`src/rtl/irtx_pkg.sv`:
```
package irtx_pkg;

  typedef enum logic [2:0] {
    SEG_IDLE,
    SEG_HEAD,
    SEG_DATA,
    SEG_TAIL,
    SEG_GAP
  } seg_e;

  // symbol kinds index the packed width arrays
  localparam int K_HEAD = 0;
  localparam int K_ONE  = 1;
  localparam int K_ZERO = 2;
  localparam int K_TAIL = 3;
  localparam int N_KIND = 4;

  typedef struct packed {
    logic head_en;
    logic data_en;
    logic tail_en;
    logic head_swap;
    logic one_swap;
    logic zero_swap;
    logic tail_swap;
    logic mod_en;
    logic inv_out;
    logic cont;
    logic freerun;
  } irtx_flags_t;

endpackage

```
`src/rtl/irtx_unit_timer.sv`:
```
module irtx_unit_timer #(
  parameter int UNIT_W = 16
) (
  input  logic              clk,
  input  logic              rst,
  input  logic              restart,
  input  logic [UNIT_W-1:0] unit,
  output logic              tick
);

  logic [UNIT_W-1:0] cnt;

  assign tick = (cnt == unit);

  always_ff @(posedge clk) begin
    if (rst || restart) cnt <= '0;
    else if (tick)      cnt <= '0;
    else                cnt <= cnt + 1'b1;
  end

endmodule

```
`src/rtl/irtx_carrier.sv`:
```
module irtx_carrier #(
  parameter int CAR_W = 8
) (
  input  logic             clk,
  input  logic             rst,
  input  logic             restart,
  input  logic [CAR_W-1:0] hi_w,
  input  logic [CAR_W-1:0] lo_w,
  output logic             car
);

  logic [CAR_W-1:0] cnt;
  logic             hi;

  assign car = hi;

  always_ff @(posedge clk) begin
    if (rst || restart) begin
      cnt <= '0;
      hi  <= 1'b1;
    end else if (hi && cnt == hi_w) begin
      cnt <= '0;
      hi  <= 1'b0;
    end else if (!hi && cnt == lo_w) begin
      cnt <= '0;
      hi  <= 1'b1;
    end else begin
      cnt <= cnt + 1'b1;
    end
  end

endmodule

```
`src/rtl/irtx_sequencer.sv`:
```
module irtx_sequencer
  import irtx_pkg::*;
#(
  parameter  int DATA_W = 32,
  parameter  int WID_W  = 8,
  parameter  int UNIT_W = 16,
  parameter  int CAR_W  = 8,
  localparam int CNT_W  = $clog2(DATA_W)
) (
  input  logic                     clk,
  input  logic                     rst,
  input  logic                     start,
  input  logic                     stop,
  input  logic                     tick,
  input  logic                     car,
  input  irtx_flags_t              flags_i,
  input  logic [N_KIND-1:0][WID_W-1:0] w1_i,
  input  logic [N_KIND-1:0][WID_W-1:0] w0_i,
  input  logic [UNIT_W-1:0]        unit_i,
  input  logic [CAR_W-1:0]         car_hi_i,
  input  logic [CAR_W-1:0]         car_lo_i,
  input  logic [CNT_W-1:0]         nbits_i,
  input  logic [DATA_W-1:0]        data_i,
  output logic                     accept_o,
  output logic                     busy_o,
  output logic                     done_o,
  output logic                     line_o,
  output logic [UNIT_W-1:0]        unit_o,
  output logic [CAR_W-1:0]         car_hi_o,
  output logic [CAR_W-1:0]         car_lo_o
);

  irtx_flags_t                  flags_q;
  logic [N_KIND-1:0][WID_W-1:0] w1_q, w0_q;
  logic [UNIT_W-1:0]            unit_q;
  logic [CAR_W-1:0]             chi_q, clo_q;
  logic [CNT_W-1:0]             nb_q;
  logic [DATA_W-1:0]            data_q;

  seg_e             seg;
  logic             ph;        // 1: first phase, 0: second phase
  logic [WID_W-1:0] uc;
  logic [CNT_W-1:0] bi;
  logic             stop_q;
  logic             done_q;

  function automatic seg_e first_of(irtx_flags_t f);
    if (f.head_en)      return SEG_HEAD;
    else if (f.data_en) return SEG_DATA;
    else if (f.tail_en) return SEG_TAIL;
    else if (!f.cont)   return SEG_GAP;
    else                return SEG_IDLE;
  endfunction

  // SEG_IDLE as a result means "frame complete"
  function automatic seg_e after(seg_e s, irtx_flags_t f);
    seg_e r;
    r = SEG_IDLE;
    case (s)
      SEG_HEAD: r = f.data_en ? SEG_DATA : f.tail_en ? SEG_TAIL : !f.cont ? SEG_GAP : SEG_IDLE;
      SEG_DATA: r = f.tail_en ? SEG_TAIL : !f.cont ? SEG_GAP : SEG_IDLE;
      SEG_TAIL: r = !f.cont ? SEG_GAP : SEG_IDLE;
      default:  r = SEG_IDLE;
    endcase
    return r;
  endfunction

  logic             cur_bit;
  int unsigned      kind;
  logic [WID_W-1:0] w_cur;
  logic             swap_cur;
  logic             lvl;
  logic [CNT_W-1:0] last_bit;
  logic             phase_end;
  logic             more_bits;
  seg_e             nxt;
  logic             again;

  always_comb begin
    cur_bit = data_q[bi];
    case (seg)
      SEG_HEAD: kind = K_HEAD;
      SEG_DATA: kind = cur_bit ? K_ONE : K_ZERO;
      default:  kind = K_TAIL;
    endcase
    w_cur = ph ? w1_q[kind] : w0_q[kind];
    case (seg)
      SEG_HEAD: swap_cur = flags_q.head_swap;
      SEG_DATA: swap_cur = cur_bit ? flags_q.one_swap : flags_q.zero_swap;
      SEG_TAIL: swap_cur = flags_q.tail_swap;
      default:  swap_cur = 1'b0;
    endcase
    lvl = (seg == SEG_HEAD || seg == SEG_DATA || seg == SEG_TAIL) ? (ph ^ swap_cur) : 1'b0;
  end

  assign last_bit  = flags_q.freerun ? CNT_W'(DATA_W - 1) : nb_q;
  assign busy_o    = (seg != SEG_IDLE);
  assign phase_end = busy_o && tick && (uc == w_cur);
  assign more_bits = (seg == SEG_DATA) && (bi != last_bit);
  assign nxt       = after(seg, flags_q);
  assign again     = flags_q.freerun && !stop_q && !stop;
  assign accept_o  = start && !busy_o && (first_of(flags_i) != SEG_IDLE);
  assign line_o    = flags_q.inv_out ^ (lvl & (flags_q.mod_en ? car : 1'b1));
  assign done_o    = done_q;
  assign unit_o    = unit_q;
  assign car_hi_o  = chi_q;
  assign car_lo_o  = clo_q;

  always_ff @(posedge clk) begin
    if (rst) begin
      flags_q <= '0;
      w1_q    <= '0;
      w0_q    <= '0;
      unit_q  <= '0;
      chi_q   <= '0;
      clo_q   <= '0;
      nb_q    <= '0;
      data_q  <= '0;
      seg     <= SEG_IDLE;
      ph      <= 1'b1;
      uc      <= '0;
      bi      <= '0;
      stop_q  <= 1'b0;
      done_q  <= 1'b0;
    end else begin
      done_q <= 1'b0;
      if (accept_o) begin
        flags_q <= flags_i;
        w1_q    <= w1_i;
        w0_q    <= w0_i;
        unit_q  <= unit_i;
        chi_q   <= car_hi_i;
        clo_q   <= car_lo_i;
        nb_q    <= nbits_i;
        data_q  <= data_i;
        seg     <= first_of(flags_i);
        ph      <= 1'b1;
        uc      <= '0;
        bi      <= '0;
        stop_q  <= 1'b0;
      end else if (busy_o) begin
        if (stop) stop_q <= 1'b1;
        if (phase_end) begin
          uc <= '0;
          if (ph) begin
            ph <= 1'b0;
          end else begin
            ph <= 1'b1;
            if (more_bits) begin
              bi <= bi + 1'b1;
            end else begin
              bi <= '0;
              if (nxt != SEG_IDLE) begin
                seg <= nxt;
              end else if (again) begin
                seg <= first_of(flags_q);
              end else begin
                seg    <= SEG_IDLE;
                done_q <= 1'b1;
              end
            end
          end
        end else if (tick) begin
          uc <= uc + 1'b1;
        end
      end
    end
  end

  // without a unit tick the symbol position cannot move
  assert_phase_hold_R3: assert property (@(posedge clk) disable iff (rst)
    (busy_o && !tick && !accept_o) |=> (seg == $past(seg) && ph == $past(ph)));

  // the data bit index stays within the selected count
  assert_bit_range_R5: assert property (@(posedge clk) disable iff (rst)
    (seg == SEG_DATA) |-> (bi <= last_bit));

endmodule

```
`src/rtl/irtx_frame.sv`:
```
module irtx_frame
  import irtx_pkg::*;
#(
  parameter  int DATA_W = 32,
  parameter  int WID_W  = 8,
  parameter  int UNIT_W = 16,
  parameter  int CAR_W  = 8,
  localparam int CNT_W  = $clog2(DATA_W)
) (
  input  logic              clk,
  input  logic              rst,
  input  logic              start_i,
  input  logic              stop_i,
  input  logic [UNIT_W-1:0] unit_i,
  input  logic [WID_W-1:0]  head_w1_i,
  input  logic [WID_W-1:0]  head_w0_i,
  input  logic [WID_W-1:0]  one_w1_i,
  input  logic [WID_W-1:0]  one_w0_i,
  input  logic [WID_W-1:0]  zero_w1_i,
  input  logic [WID_W-1:0]  zero_w0_i,
  input  logic [WID_W-1:0]  tail_w1_i,
  input  logic [WID_W-1:0]  tail_w0_i,
  input  logic [CAR_W-1:0]  car_hi_i,
  input  logic [CAR_W-1:0]  car_lo_i,
  input  logic              head_en_i,
  input  logic              data_en_i,
  input  logic              tail_en_i,
  input  logic              head_swap_i,
  input  logic              one_swap_i,
  input  logic              zero_swap_i,
  input  logic              tail_swap_i,
  input  logic              mod_en_i,
  input  logic              inv_out_i,
  input  logic              cont_i,
  input  logic              freerun_i,
  input  logic [CNT_W-1:0]  nbits_i,
  input  logic [DATA_W-1:0] data_i,
  output logic              ir_o,
  output logic              busy_o,
  output logic              done_o
);

  irtx_flags_t                  flags;
  logic [N_KIND-1:0][WID_W-1:0] w1, w0;
  logic                         tick, car, accept, busy, done, line;
  logic [UNIT_W-1:0]            unit_q;
  logic [CAR_W-1:0]             chi_q, clo_q;
  logic                         ir_q, busy_q, done_q;

  assign flags = '{head_en: head_en_i, data_en: data_en_i, tail_en: tail_en_i,
                   head_swap: head_swap_i, one_swap: one_swap_i,
                   zero_swap: zero_swap_i, tail_swap: tail_swap_i,
                   mod_en: mod_en_i, inv_out: inv_out_i, cont: cont_i,
                   freerun: freerun_i};

  always_comb begin
    w1[K_HEAD] = head_w1_i;  w0[K_HEAD] = head_w0_i;
    w1[K_ONE]  = one_w1_i;   w0[K_ONE]  = one_w0_i;
    w1[K_ZERO] = zero_w1_i;  w0[K_ZERO] = zero_w0_i;
    w1[K_TAIL] = tail_w1_i;  w0[K_TAIL] = tail_w0_i;
  end

  irtx_unit_timer #(.UNIT_W(UNIT_W)) u_timer (
    .clk(clk), .rst(rst), .restart(accept), .unit(unit_q), .tick(tick)
  );

  irtx_carrier #(.CAR_W(CAR_W)) u_carrier (
    .clk(clk), .rst(rst), .restart(accept), .hi_w(chi_q), .lo_w(clo_q), .car(car)
  );

  irtx_sequencer #(
    .DATA_W(DATA_W), .WID_W(WID_W), .UNIT_W(UNIT_W), .CAR_W(CAR_W)
  ) u_seq (
    .clk(clk), .rst(rst), .start(start_i), .stop(stop_i), .tick(tick), .car(car),
    .flags_i(flags), .w1_i(w1), .w0_i(w0), .unit_i(unit_i),
    .car_hi_i(car_hi_i), .car_lo_i(car_lo_i), .nbits_i(nbits_i), .data_i(data_i),
    .accept_o(accept), .busy_o(busy), .done_o(done), .line_o(line),
    .unit_o(unit_q), .car_hi_o(chi_q), .car_lo_o(clo_q)
  );

  // output stage: line, busy and end pulse leave through one register rank
  always_ff @(posedge clk) begin
    if (rst) begin
      ir_q   <= 1'b0;
      busy_q <= 1'b0;
      done_q <= 1'b0;
    end else begin
      ir_q   <= busy ? line : inv_out_i;
      busy_q <= busy;
      done_q <= done;
    end
  end

  assign ir_o   = ir_q;
  assign busy_o = busy_q;
  assign done_o = done_q;

  // end pulse lasts one cycle
  assert_done_single_R10: assert property (@(posedge clk) disable iff (rst)
    done_o |=> !done_o);

  // end pulse coincides with busy falling
  assert_done_fall_R10: assert property (@(posedge clk) disable iff (rst)
    done_o |-> $fell(busy_o));

  // a start during a transfer does not reload the timing set
  assert_start_ignored_R11: assert property (@(posedge clk) disable iff (rst)
    (start_i && busy) |=> $stable({unit_q, chi_q, clo_q}));

endmodule

```
`config.mk`:
```
export PLATFORM = sky130hd
export DESIGN_NAME = irtx_frame
export DESIGN_NICKNAME = d
export VERILOG_FILES = /design/src/rtl/irtx_pkg.sv /design/src/rtl/irtx_unit_timer.sv /design/src/rtl/irtx_carrier.sv /design/src/rtl/irtx_sequencer.sv /design/src/rtl/irtx_frame.sv
export SDC_FILE = /design/constraint.sdc
export NUM_CORES = 1
export LEC_CHECK = 0
export BUFFER_PORTS_ARGS = -buffer_cell sky130_fd_sc_hd__buf_2
export CORE_UTILIZATION = 55
export CTS_CLUSTER_DIAMETER = 60
export DETAILED_ROUTE_END_ITERATION = 6
export GPL_ROUTABILITY_DRIVEN = 0
export PLACE_DENSITY = 0.79
export SETUP_SLACK_MARGIN = 0.02
export SKIP_CTS_REPAIR_TIMING = 1
export SYNTH_ARGS = -nofsm -noshare
export SYNTH_HDL_FRONTEND = slang
export SYNTH_SLANG_ARGS = --single-unit
export TNS_END_PERCENT = 10
```
`constraint.sdc`:
```
create_clock -name clk -period 7 [get_ports clk]
set_input_delay 1.4 -clock clk [delete_from_list [all_inputs] [get_ports clk]]
set_output_delay 1.4 -clock clk [all_outputs]
set_load 0.02 [all_outputs]
```
==> out/qor.log, run 1 <==
qor: yosys.async_flop_share 0%
qor: floorplanning.coreArea 15,300 um^2
qor: finish.drive_gt1_share 16.4%
qor: yosys.synth_sequential_area_ratio 44.2%
qor: run_status.outcome finished, final reports clean
qor: critical_path.worst-path-max-fanout 29
qor: global_routing.initial_antenna_violation_count 0
qor: finish.post_layout_util 65.7%
qor: sta.tightestPinTransition 0.992 ns
qor: global_routing.gr-total-overflow 0
qor: critical_path.critPathArrivalTime 4.95 ns
qor: route.routed_wire_length_per_instance 14.7 um
qor: placement.dpl_worst_slack 2.44 ns
qor: critical_path.cp_cell_sequence mux2i_1 -> a22oi_1 -> nand3_1 -> nand4_2 -> a32o_1 -> a2111oi_4 -> xor2_1 -> o2111ai_1 -> or4_1 -> a311o_1
qor: finish.layout-area-overhead-vs-synth 16.0%
qor: global_routing.track_usage 27.3%
qor: cts.clock_tree_from_tritoncts yes
qor: sta.period_needed 4.63 ns
qor: hold_path.worst_hold_path.endpoint u_seq.w1_q[15]$_SDFFE_PP0P_
qor: cts.cts.reportedPaths.clkPinSlew 0.07 ns
qor: cts.numCtsBuffers 17
qor: hold_path.hold_path.startpoint u_seq.w1_q[15]$_SDFFE_PP0P_
qor: yosys.synth_cell_types 58
qor: critical_path.worst_reg2reg_startpoint u_seq.bi[2]$_SDFFE_PP0P_
qor: global_routing.grt_start_max_net_pins 103
qor: cts.cts_htree_levels 4
qor: cts.cts_root_buffer clkbuf_16
qor: yosys.synth-seq-cells 191
qor: yosys.synthesized_netlist_net_count 1,274
qor: critical_path.cpLargestDelayFamily compound AO/OA/AOI/OAI gates
qor: sta.fin_worst_hold_slack 0.457 ns
qor: pwr.ir_worst_vdd 0.000179 V
qor: yosys.predominant_post_synthesis_flop_cell dfxtp_1
qor: finish.count_of_fill_cells_added_during_filler_insertion 1,348
qor: pwr.post-layout-total-power 2.64 mW
qor: cts.clk_latency 0.44 ns
qor: finish.n_antenna_cell 0
qor: sta.fmaxAchievable 216 MHz
qor: placement.place.port_buffers 150
qor: route.detail_route.first_pass.iterations 5
qor: sta.final_critical_path_setup_slack 2.37 ns
qor: pwr.p_per_area 263 nW/um^2
qor: critical_path.crit-reg2reg-capture u_seq.seg[0]$_SDFFE_PP0P_
qor: critical_path.max_stage_delay 0.82 ns
qor: global_routing.first_pass_grt_wire_length 35,000 um
qor: critical_path.setup_crit_path_kind reg2reg
qor: yosys.post_synth_inst_count 1,122
qor: hold_path.hold_path_class reg2reg
qor: global_routing.grt_pass1_vias 7,212
qor: critical_path.cp_data_required_time 7.32 ns
qor: sta.finalSetupViolations 0
qor: floorplanning.die_y 127 um
qor: sta.skew 0.00919 ns
qor: floorplanning.num_rows 45
qor: yosys.synth_warnings 0
qor: sta.unrepaired_setup_endpoints_after_global_routing no
qor: route.drt_wl_total 21,200 um
qor: sta.setup_tns 0 ns
qor: critical_path.cp_num_buf_inv 0
qor: cts.clockBufferDepth 2
qor: sta.timing.max_slew.rel_slack 33.7%
qor: route.drtAntennaViolNets 0
qor: placement.dp.final_hpwl 14,400 um
qor: route.dr.first_iter.drc_count 547
qor: yosys.syn_avg_cell_area 7.70 um^2
qor: sta.final_max_slew_viol_count 0
qor: route.drcViolationCount 0
qor: hold_path.hold_path_depth 2
qor: cts.clock_sink_count 191
qor: finish.num-nets-final 1,371
qor: floorplanning.initial_core_util 56.6%
qor: floorplanning.top_level_ports 151
qor: critical_path.reg2reg_slack 2.37 ns
qor: critical_path.crit_path_end_kind register
qor: route.detailroute.via_count 7,800
qor: floorplanning.die_w 127 um
qor: critical_path.timing.reg2reg.worst_path_depth 10
qor: critical_path.critical_path_start_type register
qor: yosys.synth.cell_area 8640 um^2
qor: flow_run.max_cap_viol_count 0
qor: sta.period_share 66.1%
qor: sta.hold_viol 0
qor: route.drt-vias-per-instance 5.41
qor: pwr.leakage 4.02 nW
qor: critical_path.crit_slowest_cell dfxtp_1
qor: yosys.synth_edf_count 0
qor: floorplanning.design.die.area 16,200 um^2
## flip-flops by register name, indices dropped and copies added, names as in the netlist, 3 cells and up
signal	count
u_carrier.cnt	8
u_seq.bi	5
u_seq.car_hi_o	8
u_seq.car_lo_o	8
u_seq.data_q	32
u_seq.flags_q	11
u_seq.nb_q	5
u_seq.seg	3
u_seq.uc	8
u_seq.unit_o	16
u_seq.w0_q	32
u_seq.w1_q	32
u_timer.cnt	16
## cell usage after synthesis, types with 6 or more instances
cell type / count / share of area (%)
a211oi_1: 6 / 0.52
a21oi_1: 170 / 9.8
a31oi_1: 6 / 0.43
buf_2: 8 / 0.46
clkbuf_1: 63 / 2.7
dfxtp_1: 191 / 44
inv_1: 9 / 0.39
mux2i_1: 21 / 2.4
nand2_1: 334 / 15
nand2b_1: 12 / 0.87
nand3_1: 23 / 1.3
nand4_1: 8 / 0.58
nor2_1: 70 / 3.0
nor3_1: 18 / 1.0
nor3b_1: 7 / 0.61
nor4_1: 8 / 0.58
o21ai_0: 9 / 0.52
o22ai_1: 8 / 0.58
xnor2_1: 30 / 3.0
xor2_1: 40 / 4.1
## stage by stage
| step | instance area (um^2) | std cells |
|---|---|---|
| floorplan | 8640 | 1122 |
| global placement | 9400 | 1411 |
| detailed placement | 9400 | 1411 |
| CTS | 10000 | 1443 |
| global route | 10000 | 1443 |
| finish | 10000 | 1443 |
## worst max path at each step
stage | from | to | slack [ns] | cells past startpoint
after floorplan | u_seq.bi[1]$_SDFFE_PP0P_ | u_seq.seg[0]$_SDFFE_PP0P_ | 3.72 | 13
after global placement | u_seq.bi[2]$_SDFFE_PP0P_ | u_seq.seg[0]$_SDFFE_PP0P_ | 2.59 | 10
after detailed placement | u_seq.bi[2]$_SDFFE_PP0P_ | u_seq.seg[0]$_SDFFE_PP0P_ | 2.44 | 10
after CTS | u_seq.bi[2]$_SDFFE_PP0P_ | u_seq.seg[0]$_SDFFE_PP0P_ | 2.42 | 10
after global routing | u_seq.bi[2]$_SDFFE_PP0P_ | u_seq.bi[4]$_SDFFE_PP0P_ | 1.95 | 11
final | u_seq.bi[2]$_SDFFE_PP0P_ | u_seq.seg[0]$_SDFFE_PP0P_ | 2.37 | 10
## kinds of logic (layout without fill, tap and decap cells)
family                     Yosys count  in the layout  share of synthesized area (%)
AOI/OAI and AO/OA                  238            238                           16.0
adders and majority gates            4              4                          0.579
xor gates and xnor gates            70             70                           7.09
DFF                                191            191                           44.2
and+or+nand+nor                    508            508                           24.9
buffers and inverters               87            197                           4.24
muxes                               24             24                           2.95
## power by group
part,switching (mW),internal [mW],total [mW]
registers,0.0605,1.17,1.23
clock network,0.407,0.609,1.02
logic,0.246,0.149,0.395
## layer usage
metal  track usage, %  routed length (um)  vias to the layer above
li1                 -                   -                     3955
met1             37.1               10100                     3593
met2             42.9                9570                      221
met3             5.82                1160                       31
met4             9.73                 395                        0
met5                0                   0                        -
## placed cells by master, fill, tap and decap left out, types with 8 or more instances in the layout
master     instances
inv_1              9
nor2_1            70
nand2_1          334
o21ai_0            9
buf_2            149
nor4_1             8
nand2b_1          12
o22ai_1            8
nand3_1           23
xor2_1            40
nand4_1            8
xnor2_1           30
a21oi_1          169
dfxtp_1          191
mux2i_1           21
nor3_1            18
clkbuf_16         17
## area by class of cell
class / count / area (um^2) / area share (%)
tap: 211 / 264 / 2.63
clock inverter: 9 / 130 / 1.30
multi-input combinational: 844 / 4480 / 44.7
clock buffer: 23 / 498 / 4.97
inverter: 9 / 33.8 / 0.337
timing repair buffer: 156 / 798 / 7.96
sequential: 191 / 3820 / 38.1
## tightest hold or removal path, delay by kind of cell, from the launching register on
kind | cells | cell delay (ns)
DFF | 1 | 0.31
and+or+nand+nor | 1 | 0.05
AOI/OAI and AO/OA | 1 | 0.05
(Power assumes the default switching activity.)
==> run 2, diff against run 1 <==
- ABC_AREA: not set -> 1
- PLACE_DENSITY: 0.79 -> 0.78
- clock period: 7 -> 4.57 ns (I/O delays scaled with it)
==> out/qor.log, run 2 <==
qor: sta.skew 0.0106 ns [was 0.00919 ns]
qor: pwr.fraction_of_power_spent_switching_nets 40.1% [was 27.0%]
qor: yosys.synth_sequential_area_ratio 43.8% [was 44.2%]
qor: cts.cts.reportedPaths.clkPinSlew 0.07 ns [about the same]
qor: yosys.synth_area_in_compound_gates 17.1% [was 16.0%]
qor: critical_path.crit_path_end_kind register [unchanged]
qor: finish.post_layout_util 66.3% [was 65.7%]
qor: yosys.synth-xor-area-share 2.91% [was 7.09%]
qor: critical_path.worst-path-max-fanout 25 [was 29]
qor: run_status.outcome finished, final reports clean [unchanged]
qor: placement.dp.final_hpwl 15,900 um [was 14,400 um]
qor: pwr.switching_power 2.49 mW [was 713 uW]
qor: route.detailroute.via_count 8,560 [was 7,800]
qor: cts.numCtsBuffers 17 [unchanged]
qor: sta.unrepaired_setup_endpoints_after_global_routing no [unchanged]
qor: pwr.pwr-share-seq 38.3% [was 46.5%]
qor: floorplanning.die_w 128 um [was 127 um]
qor: pwr.post-layout-total-power 6.20 mW [was 2.64 mW]
qor: critical_path.crit_slowest_cell nand2_4 [was dfxtp_1]
qor: sta.tightestPinTransition 0.877 ns [was 0.992 ns]
qor: global_routing.gr-total-overflow 0 [unchanged]
qor: sta.final_max_slew_viol_count 0 [unchanged]
qor: cts.clockBufferDepth 2 [unchanged]
qor: yosys.synthMostInstantiatedCell nand2_1 [unchanged]
qor: sta.finalSetupViolations 0 [unchanged]
qor: floorplanning.initial_core_util 56.9% [was 56.6%]
qor: finish.reg_top3 u_seq.data_q x32, u_seq.w0_q x32, u_seq.w1_q x32 [unchanged]
qor: pwr.leakage 4.31 nW [was 4.02 nW]
qor: sta.period_needed 3.34 ns [was 4.63 ns]
qor: sta.period_share 73.0% [was 66.1%]
qor: route.drt-vias-per-instance 5.29 [was 5.41]
qor: critical_path.cp_data_required_time 4.89 ns [was 7.32 ns]
qor: route.detail_route.first_pass.iterations 5 [unchanged]
qor: yosys.synth_edf_count 0 [unchanged]
qor: global_routing.grt_pass1_vias 7,726 [was 7,212]
qor: finish.mostFrequentLayoutCells nand2_1 (372), dfxtp_1 (191), a21oi_1 (174) [was nand2_1 (334), dfxtp_1 (191), a21oi_1 (169)]
qor: finish.fin_cells 1,617 [was 1,443]
qor: critical_path.setup_crit_path_kind reg2reg [unchanged]
qor: floorplanning.coreArea 15,400 um^2 [was 15,300 um^2]
qor: sta.setup_tns 0 ns [unchanged]
qor: pwr.comb_power_share 38.3% [was 15.0%]
qor: yosys.syn_avg_cell_area 6.85 um^2 [was 7.70 um^2]
qor: critical_path.cp_cell_sequence buf_4 -> clkinv_1 -> nand3_1 -> nand3_1 -> nand2_1 -> nor2_1 -> nand2_1 -> nand3_4 -> nand2_4 -> inv_1 -> o21ai_0 -> nand3_1 -> nand3_1 -> nand2_1 -> nor2_1 -> nand2_1 -> nor2_1 -> nand3_1 -> nand2_1 -> a21oi_1 [was mux2i_1 -> a22oi_1 -> nand3_1 -> nand4_2 -> a32o_1 -> a2111oi_4 -> xor2_1 -> o2111ai_1 -> or4_1 -> a311o_1]
qor: placement.placed_cells 1,584 [was 1,411]
qor: sta.fmaxAchievable 300 MHz [was 216 MHz]
qor: cts.cts_root_buffer clkbuf_16 [unchanged]
qor: cts.clock_tree_from_tritoncts yes [unchanged]
qor: yosys.combinational_family_with_the_most_area_after_synthesis simple AND/OR/NAND/NOR gates [unchanged]
qor: floorplanning.die_y 128 um [was 127 um]
qor: finish.mostFrequentLayoutCell nand2_1 [unchanged]
qor: flow_run.max_cap_viol_count 0 [unchanged]
qor: yosys.async_flop_share 0% [unchanged]
qor: placement.place.port_buffers 150 [unchanged]
qor: pwr.p_per_area 609 nW/um^2 [was 263 nW/um^2]
qor: critical_path.cp_num_buf_inv 3 [was 0]
qor: cts.clk_latency 0.43 ns [was 0.44 ns]
qor: critical_path.max_stage_delay 0.32 ns [was 0.82 ns]
qor: yosys.synth_cell_types 41 [was 58]
qor: floorplanning.top_level_ports 151 [unchanged]
qor: global_routing.grt_start_max_net_pins 75 [was 103]
qor: yosys.synth_top_cells_by_area dfxtp_1 (44%), nand2_1 (16%), a21oi_1 (10%), inv_1 (5.4%), o21ai_0 (4.7%) [was dfxtp_1 (44%), nand2_1 (15%), a21oi_1 (9.8%), xor2_1 (4.1%), nor2_1 (3.0%)]
qor: global_routing.track_usage 28.2% [was 27.3%]
qor: finish.count_of_fill_cells_added_during_filler_insertion 1,398 [was 1,348]
qor: route.routed_wire_length_per_instance 13.9 um [was 14.7 um]
qor: sta.timing.max_slew.rel_slack 41.5% [was 33.7%]
qor: hold_path.hold_path_class reg2reg [unchanged]
qor: critical_path.reg2reg_slack 1.23 ns [was 2.37 ns]
qor: global_routing.first_pass_grt_wire_length 36,700 um [was 35,000 um]
qor: floorplanning.num_rows 45 [unchanged]
qor: cts.cts_htree_levels 4 [unchanged]
qor: yosys.synth_simple_gate_area_share 27.3% [was 24.9%]
qor: yosys.predominant_post_synthesis_flop_cell dfxtp_1 [unchanged]
qor: cts.clock_sink_count 191 [unchanged]
qor: yosys.yosysTopAreaCell dfxtp_1 [unchanged]
qor: floorplanning.design.die.area 16,400 um^2 [was 16,200 um^2]
qor: global_routing.initial_antenna_violation_count 3 [was 0]
qor: route.drcViolationCount 0 [unchanged]
qor: critical_path.critPathArrivalTime 3.66 ns [was 4.95 ns]
qor: yosys.post_synth_inst_count 1,276 [was 1,122]
qor: pwr.internal_power 3.71 mW [was 1.92 mW]
qor: route.dr.first_iter.drc_count 615 [was 547]
qor: sta.hold_viol 0 [unchanged]
qor: pwr.ir_worst_vdd 0.000383 V [was 0.000179 V]
qor: finish.num-nets-final 1,544 [was 1,371]
qor: critical_path.cpLargestDelayFamily simple AND/OR/NAND/NOR gates [was compound AO/OA/AOI/OAI gates]
qor: yosys.synth_mux_area_share 0% [was 2.95%]
qor: yosys.synth_warnings 0 [unchanged]
qor: route.drt_wl_total 22,500 um [was 21,200 um]
qor: pwr.power.share.clock 23.5% [was 38.5%]
qor: yosys.synth-seq-cells 191 [unchanged]
qor: yosys.yosys-top-cells-count nand2_1 (373), dfxtp_1 (191), a21oi_1 (174) [was nand2_1 (334), dfxtp_1 (191), a21oi_1 (170)]
qor: critical_path.critical_path_start_type register [unchanged]
qor: yosys.synth_top_area_share 43.8% [was 44.2%]
qor: yosys.yosys.area_share.adder 0.573% [was 0.579%]
qor: yosys.synth.cell_area 8740 um^2 [was 8640 um^2]
qor: finish.layout-area-overhead-vs-synth 16.5% [was 16.0%]
qor: route.drtAntennaViolNets 0 [unchanged]
qor: finish.drive_gt1_share 14.4% [was 16.4%]
qor: yosys.synthesized_netlist_net_count 1,428 [was 1,274]
## run 2: layer usage
layer | track usage, % | vias up | wire, um
li1 | - | 4371 | -
met1 | 37.8 | 3841 | 10300
met2 | 44.2 | 303 | 10100
met3 | 6.34 | 41 | 1560
met4 | 11.1 | 4 | 487
met5 | 0 | - | 29
## run 2: path summary, 6_finish.rpt
| kind | endpoint | startpoint | depth (start not counted) |
|---|---|---|---|
| worst min-delay path | done_o$_SDFF_PP0_ | u_seq.done_o$_SDFF_PP0_ | 2 |
| worst max-delay path | u_seq.bi[3]$_SDFFE_PP0P_ | u_seq.bi[1]$_SDFFE_PP0P_ | 20 |
| worst max register to register | u_seq.bi[3]$_SDFFE_PP0P_ | u_seq.bi[1]$_SDFFE_PP0P_ | 20 |
| worst min register to register | done_o$_SDFF_PP0_ | u_seq.done_o$_SDFF_PP0_ | 2 |
## run 2: through the flow
stage / hold WS [ns] / cell area [um^2] / worst slack, ns
2_1_floorplan: 0.388 / 8740 / 2.04
3_3_place_gp: 0.418 / 9610 / 1.52
3_5_place_dp: 0.424 / 9610 / 1.36
4_1_cts: 0.427 / 10200 / 1.34
5_1_grt: 0.428 / 10200 / 0.850
6_report: 0.419 / 10200 / 1.23
## run 2: power by group through the flow
stage / logic, mW / clock network (mW) / registers [mW]
floorplan: 1.81 / 0 / 2.33
global placement: 2.29 / 0 / 2.39
detailed placement: 2.34 / 0 / 2.40
CTS: 2.36 / 1.47 / 2.36
global route: 2.71 / 1.55 / 2.42
finish: 2.37 / 1.45 / 2.37
## run 2: cell type report
type,count,area (um^2),area share [%]
Tap cell,211,264,2.59
Clock inverter,12,135,1.33
Timing Repair Buffer,161,858,8.43
Multi-Input combinational cell,894,4180,41.1
Clock buffer,20,437,4.29
Inverter,127,482,4.73
Antenna cell,1,2.50,0.0246
Sequential cell,191,3820,37.5
## run 2: cells by family after synthesis
family | count (synthesis)
fa+ha+maj | 4
flops | 191
buf+inv | 191
compound gates | 284
simple gates | 577
xor+xnor | 29
## run 2: worst register-to-register path: cells and delay by family, from the launching register on
| family | cells | cell delay, ns |
|---|---|---|
| AOI/OAI and AO/OA | 2 | 0.28 |
| DFF | 1 | 0.30 |
| and+or+nand+nor | 15 | 2.04 |
| buffers and inverters | 3 | 0.60 |
